$ cat src/rtl/epp_pkg.sv
// Package: shared encodings for the EPP host engine.
// Assumes a 2-bit transfer type: bit0 selects data/address, bit1 read/write.
package epp_pkg;

    typedef enum logic [1:0] {
        OP_ADDR_WR = 2'b00,
        OP_DATA_WR = 2'b01,
        OP_ADDR_RD = 2'b10,
        OP_DATA_RD = 2'b11
    } epp_op_e;

    typedef enum logic [1:0] {
        ST_IDLE   = 2'b00,
        ST_SETUP  = 2'b01,
        ST_STROBE = 2'b10,
        ST_HOLD   = 2'b11
    } epp_state_e;

endpackage

$ cat src/rtl/epp_wait_sync.sv
// Module: brings the asynchronous active-low wait line into the clock domain.
// Assumes STAGES >= 2; the output lags the pin by STAGES clocks.
module epp_wait_sync #(
    parameter int STAGES = 2
) (
    input  logic clk,
    input  logic rst_n,
    input  logic n_wait,
    output logic wait_hi
);
    logic [STAGES-1:0] sync_q;

    // Shift the pin level through the synchronizer chain; reset to the idle-high level.
    always_ff @(posedge clk) begin
        if (!rst_n) sync_q <= '1;
        else        sync_q <= {sync_q[STAGES-2:0], n_wait};
    end

    assign wait_hi = sync_q[STAGES-1];
endmodule

$ cat src/rtl/epp_watchdog.sv
// Module: counts clocks while a transfer is active and flags expiry.
// Assumes LIMIT >= 2; the count restarts whenever run is low.
module epp_watchdog #(
    parameter int LIMIT = 2500
) (
    input  logic clk,
    input  logic rst_n,
    input  logic run,
    output logic expire
);
    localparam int CW = $clog2(LIMIT + 1);
    logic [CW-1:0] cnt_q;

    // Advance the elapsed-time counter during active transfers only.
    always_ff @(posedge clk) begin
        if (!rst_n || !run) cnt_q <= '0;
        else if (!expire)   cnt_q <= cnt_q + 1'b1;
    end

    assign expire = run && (cnt_q == CW'(LIMIT - 1));
endmodule

$ cat src/rtl/epp_cycle_fsm.sv
// Module: sequences one EPP transfer and keeps the sticky timeout flag.
// Assumes wait_hi is already synchronized and expire comes from the watchdog.
module epp_cycle_fsm
    import epp_pkg::*;
#(
    parameter int DW  = 8,
    parameter bit V19 = 1'b1
) (
    input  logic          clk,
    input  logic          rst_n,
    input  logic          start,
    input  logic [1:0]    op,
    input  logic [DW-1:0] wdata,
    input  logic          clr_timeout,
    input  logic          wait_hi,
    input  logic          expire,
    input  logic [DW-1:0] pd_i,
    output epp_state_e    state,
    output logic [1:0]    op_q,
    output logic [DW-1:0] wdata_q,
    output logic [DW-1:0] rd_data,
    output logic          timeout
);
    logic seen_low_q;
    logic go_strobe;
    logic finish;

    // Strict flavour starts only while wait is low; relaxed flavour starts at once.
    assign go_strobe = V19 ? !wait_hi : 1'b1;
    assign finish    = wait_hi && seen_low_q;

    // Transfer state machine with command latching and read capture.
    always_ff @(posedge clk) begin
        if (!rst_n) begin
            state      <= ST_IDLE;
            op_q       <= OP_ADDR_WR;
            wdata_q    <= '0;
            rd_data    <= '0;
            seen_low_q <= 1'b0;
        end else begin
            case (state)
                ST_IDLE: begin
                    seen_low_q <= 1'b0;
                    if (start) begin
                        op_q    <= op;
                        wdata_q <= wdata;
                        state   <= ST_SETUP;
                    end
                end
                ST_SETUP: begin
                    if (expire) begin
                        state <= ST_HOLD;
                    end else if (go_strobe) begin
                        seen_low_q <= !wait_hi;
                        state      <= ST_STROBE;
                    end
                end
                ST_STROBE: begin
                    if (expire) begin
                        state <= ST_HOLD;
                    end else if (finish) begin
                        if (op_q[1]) rd_data <= pd_i;
                        state <= ST_HOLD;
                    end else if (!wait_hi) begin
                        seen_low_q <= 1'b1;
                    end
                end
                default: state <= ST_IDLE;
            endcase
        end
    end

    // Sticky timeout flag: set on abort, cleared by the host pulse.
    always_ff @(posedge clk) begin
        if (!rst_n)                                         timeout <= 1'b0;
        else if (expire && (state != ST_IDLE))              timeout <= 1'b1;
        else if (clr_timeout)                               timeout <= 1'b0;
    end
endmodule

$ cat src/rtl/epp_host_engine.sv
// Module: top of the EPP host engine; muxes pins between transfer and idle control.
// Assumes n_wait is asynchronous and spp_ctrl/spp_data are stable register outputs.
module epp_host_engine
    import epp_pkg::*;
#(
    parameter int DW          = 8,
    parameter bit V19         = 1'b1,
    parameter int TIMEOUT_CYC = 2500,
    parameter int SYNC_STAGES = 2
) (
    input  logic          clk,
    input  logic          rst_n,
    input  logic          start,
    input  logic [1:0]    op,
    input  logic [DW-1:0] wdata,
    input  logic          clr_timeout,
    input  logic [3:0]    spp_ctrl,
    input  logic [DW-1:0] spp_data,
    output logic          busy,
    output logic          done,
    output logic [DW-1:0] rd_data,
    output logic          timeout,
    output logic          n_dstrb,
    output logic          n_astrb,
    output logic          n_write,
    input  logic          n_wait,
    output logic [DW-1:0] pd_o,
    output logic          pd_oe,
    input  logic [DW-1:0] pd_i
);
    epp_state_e    state;
    logic [1:0]    op_q;
    logic [DW-1:0] wdata_q;
    logic          wait_hi;
    logic          expire;
    logic          wd_run;
    logic          strobing;

    epp_wait_sync #(.STAGES(SYNC_STAGES)) u_sync (
        .clk     (clk),
        .rst_n   (rst_n),
        .n_wait  (n_wait),
        .wait_hi (wait_hi)
    );

    assign wd_run = (state == ST_SETUP) || (state == ST_STROBE);

    epp_watchdog #(.LIMIT(TIMEOUT_CYC)) u_wdog (
        .clk    (clk),
        .rst_n  (rst_n),
        .run    (wd_run),
        .expire (expire)
    );

    epp_cycle_fsm #(.DW(DW), .V19(V19)) u_fsm (
        .clk         (clk),
        .rst_n       (rst_n),
        .start       (start),
        .op          (op),
        .wdata       (wdata),
        .clr_timeout (clr_timeout),
        .wait_hi     (wait_hi),
        .expire      (expire),
        .pd_i        (pd_i),
        .state       (state),
        .op_q        (op_q),
        .wdata_q     (wdata_q),
        .rd_data     (rd_data),
        .timeout     (timeout)
    );

    assign busy     = (state != ST_IDLE);
    assign done     = (state == ST_HOLD);
    assign strobing = (state == ST_STROBE);

    // Pin mux: transfer signalling while busy, standard-port levels otherwise.
    always_comb begin
        if (busy) begin
            n_dstrb = !(strobing && op_q[0]);
            n_astrb = !(strobing && !op_q[0]);
            n_write = op_q[1];
            pd_oe   = !op_q[1];
            pd_o    = wdata_q;
        end else begin
            n_dstrb = spp_ctrl[0];
            n_astrb = spp_ctrl[1];
            n_write = spp_ctrl[2];
            pd_oe   = !spp_ctrl[3];
            pd_o    = spp_data;
        end
    end
endmodule

$ cat config.mk
export PLATFORM = sky130hd
export DESIGN_NAME = epp_host_engine
export DESIGN_NICKNAME = d
export VERILOG_FILES = /design/src/rtl/epp_pkg.sv /design/src/rtl/epp_wait_sync.sv /design/src/rtl/epp_watchdog.sv /design/src/rtl/epp_cycle_fsm.sv /design/src/rtl/epp_host_engine.sv
export SDC_FILE = /design/constraint.sdc
export NUM_CORES = 1
export LEC_CHECK = 0
export BUFFER_PORTS_ARGS = -buffer_cell sky130_fd_sc_hd__clkbuf_2
export CAP_MARGIN = 20
export CORE_ASPECT_RATIO = 0.8
export CORE_MARGIN = 1
export CORE_UTILIZATION = 49
export CTS_BUF_LIST = sky130_fd_sc_hd__clkbuf_8 sky130_fd_sc_hd__clkbuf_16
export DETAILED_ROUTE_END_ITERATION = 7
export PLACE_DENSITY = 0.78
export REMOVE_ABC_BUFFERS = 1
export SLEW_MARGIN = 10
export SYNTH_ARGS = -nofsm -noshare
export SYNTH_HDL_FRONTEND = slang
export SYNTH_SLANG_ARGS = --single-unit
$ cat constraint.sdc
create_clock -name clk -period 2.4 [get_ports clk]
set_input_delay 0.24 -clock clk [delete_from_list [all_inputs] [get_ports clk]]
set_output_delay 0.24 -clock clk [all_outputs]
set_load 0.02 [all_outputs]
==> flow_metrics.tcl <==
set metrics [dict create \
    antenna_cells 0 \
    cp.required_ps 2160 \
    total_power_mw 2.00 \
    synthesis.area_sq_mm 0.00169 \
    min_to "u_sync.sync_q[0]" \
    fp.coreArea_sq_mm 0.00318 \
    p_sw_share_pct 36.5 \
    drc 0 \
    track_usage_pct 20.8 \
    die-area_sq_mm 0.00369 \
    cellPowerDensity_mw_per_mm2 951 \
    cts.clk_slew.worst_paths_ps 80 \
    synth.yosys.seq_area_share_pct 42.7 \
    syn_inst 199 \
    vias 1539 \
    timing.rr.start "u_fsm.state[0]" \
    grt_pass1_wl_um 5570 \
    worst_setup_path_start_kind "register" \
    seqPwrFrac_pct 35.1 \
    rsz0062_at_grt "no" \
    ys_ff_latch 36 \
    dr.pass1.iters 4 \
    post_cts_resized 0 \
    crit_fanout 17 \
    postCtsHoldBufs 0 \
    critPathCaptureType "primary output" \
    whs_path_depth 2 \
    post_drt_via_cell_ratio 5.20 \
    fin_crit_ps 2150 \
    cp.arrival_ps 1910 \
    clkSinkCount 36 \
    wl_um 3460 \
    cts_tree "built" \
    insertion_delay_ps 290 \
    worstMarginPinSlew_ps 659 \
    drtAntennaViolNets 0 \
    dpl.hpwl_um 2420 \
    synth_edf_count 0 \
    timing.hold.ws_ps 130 \
    path_class "reg2out" \
    clockBufferDepth 2 \
    setup_violations 0 \
    rows 18 \
    wire_per_inst_um 11.7 \
    p_clk_share_pct 26.4 \
    grt-ovfl-total 0 \
    maxSlewViolCount 0 \
    area.growth.synth_to_final_pct 24.4 \
    final_cells 296 \
    stdcell_area_sq_mm 0.00210 \
    cts_root_buffer "clkbuf_8" \
    cts-htree-levels 2 \
    die_height_um 54.5 \
    worstReg2RegEnd "u_fsm.state[0]" \
    io_pins 58 \
    hp-class "in2reg" \
    relSlewSlack_pct 55.9 \
    p_comb_share_pct 38.5 \
    finalClockSkew_ps 7.80 \
    die_w_um 67.6 \
    drive_gt1_share_pct 30.5 \
    finalHoldViolCount 0 \
    gp_congestion 0.784 \
    setup_tns_ps 0 \
    cap_violations 0 \
    grt_max_degree 23 \
    synthArstFlopShare_pct 0 \
    status "completed" \
    placedCellCount 288 \
    antenna_found_initial 0 \
    cts_setup_buffers 0 \
    fin_crit_sh_pct 89.4 \
    rrSetupSlack_ps 430 \
    max_freq_mhz 466 \
    ff2ff_path_depth 6 \
    ys.flop_type "dfxtp_1" \
    drt-initial-drc-count 67 \
    vdd_drop_max_mv 0.417 \
    initial_core_util_pct 53.2 \
    ys_warn_count 0 \
    cellLeakagePower_nw 0.900 \
    hp-start "n_wait" \
    fin_nets 295 \
    internal_power_mw 1.27 \
    grt_pass1_vias 1314 \
    syn_avg_cell_area_sq_um 8.49 \
    yosysUniqueCellTypes 37 \
    dpl-instance-area_sq_mm 0.00199 \
    cts_inserted_buffers 5 \
    portBuffers 57 \
    p_sw_mw 0.730 \
]
## stage by stage
step	util [%]	worst slack, ps
after detailed placement	62.6	448
after global placement	62.6	539
after global routing	66.2	84.2
final	66.2	255
after CTS	66.2	241
after floorplan	-	589
## Yosys cell counts (5+ instances only)
library cell | instances | area (sq um)
a21oi_1 | 18 | 90.1
clkbuf_1 | 6 | 22.5
dfxtp_1 | 36 | 721
ha_1 | 5 | 62.6
inv_1 | 7 | 26.3
mux2_2 | 9 | 101
nand2_1 | 35 | 131
nand3_1 | 14 | 70.1
nor2_1 | 15 | 56.3
o21ai_0 | 10 | 50.1
xnor2_1 | 5 | 43.8
## metal layers
layer	wire [um]	GRT usage [%]	up-vias	part of all wire, %
met1	1700	26.1	688	49
li1	-	-	801	-
met2	1520	33.0	45	44
met5	0	0	-	0
met3	200	6.46	5	5.8
met4	38	8.51	0	1.1
## how the worst max path moves through the flow
stage	from	end	cells after the start	slack (ps)
detailed placement	u_fsm.state[0]	u_fsm.state[0]	6	450
global route	u_fsm.state[0]	n_dstrb	5	80
CTS	u_fsm.state[0]	n_dstrb	5	240
global placement	u_fsm.state[0]	u_fsm.state[0]	6	540
floorplan	u_fsm.state[0]	n_dstrb	4	590
finish	u_fsm.state[0]	n_dstrb	5	250
## sequential cells by signal, summed over array words and instances, names as in the netlist
name              flops
u_fsm.wdata_q         8
u_fsm.rd_data         8
u_sync.sync_q         2
u_fsm.state           2
u_wdog.cnt_q         12
u_fsm.timeout         1
u_fsm.seen_low_q      1
u_fsm.op_q            2
## logic make-up (layout without fill, tap and decap cells)
family | count (synthesis) | in the layout | share of synthesized area, %
adder cells (fa/ha/maj) | 5 | 5 | 3.70
AND/OR/NAND/NOR | 88 | 88 | 26.0
flip-flops | 36 | 36 | 42.7
XOR/XNOR | 8 | 8 | 4.15
buffers and inverters | 15 | 72 | 3.63
multiplexers | 11 | 11 | 7.19
AO/OA/AOI/OAI | 36 | 36 | 12.7
## critical path, stage by stage (launching register included)
cell      delay, ps
dfxtp_1         340
inv_1           110
ha_1            580
inv_1           190
a31oi_1         200
clkbuf_2        190
## placed cells by master, fill, tap and decap left out, drive strengths merged, types with 5 or more instances in the layout
master	count
a21oi	18
clkbuf	62
dfxtp	36
ha	5
inv	7
mux2	9
nand2	35
nand3	14
nor2	15
o21ai	10
xnor2	5
## power groups by stage
stage          sequential [mW]  combinational (mW)  clock [mW]
5_1_grt                  0.710               0.847       0.564
4_1_cts                  0.702               0.770       0.535
2_1_floorplan            0.704               0.560           0
3_3_place_gp             0.712               0.751           0
6_report                 0.702               0.768       0.527
3_5_place_dp             0.716               0.765           0
## area by class of cell
type                    count  area (sq um)
clock buffers               5          68.8
clock inverters             3          42.5
fillers                   269          1070
inverters                   7          26.3
multi-input cells         148           907
flip-flops and latches     36           721
well taps                  40          50.0
repair buffers             57           285
(Power assumes the default switching activity.)
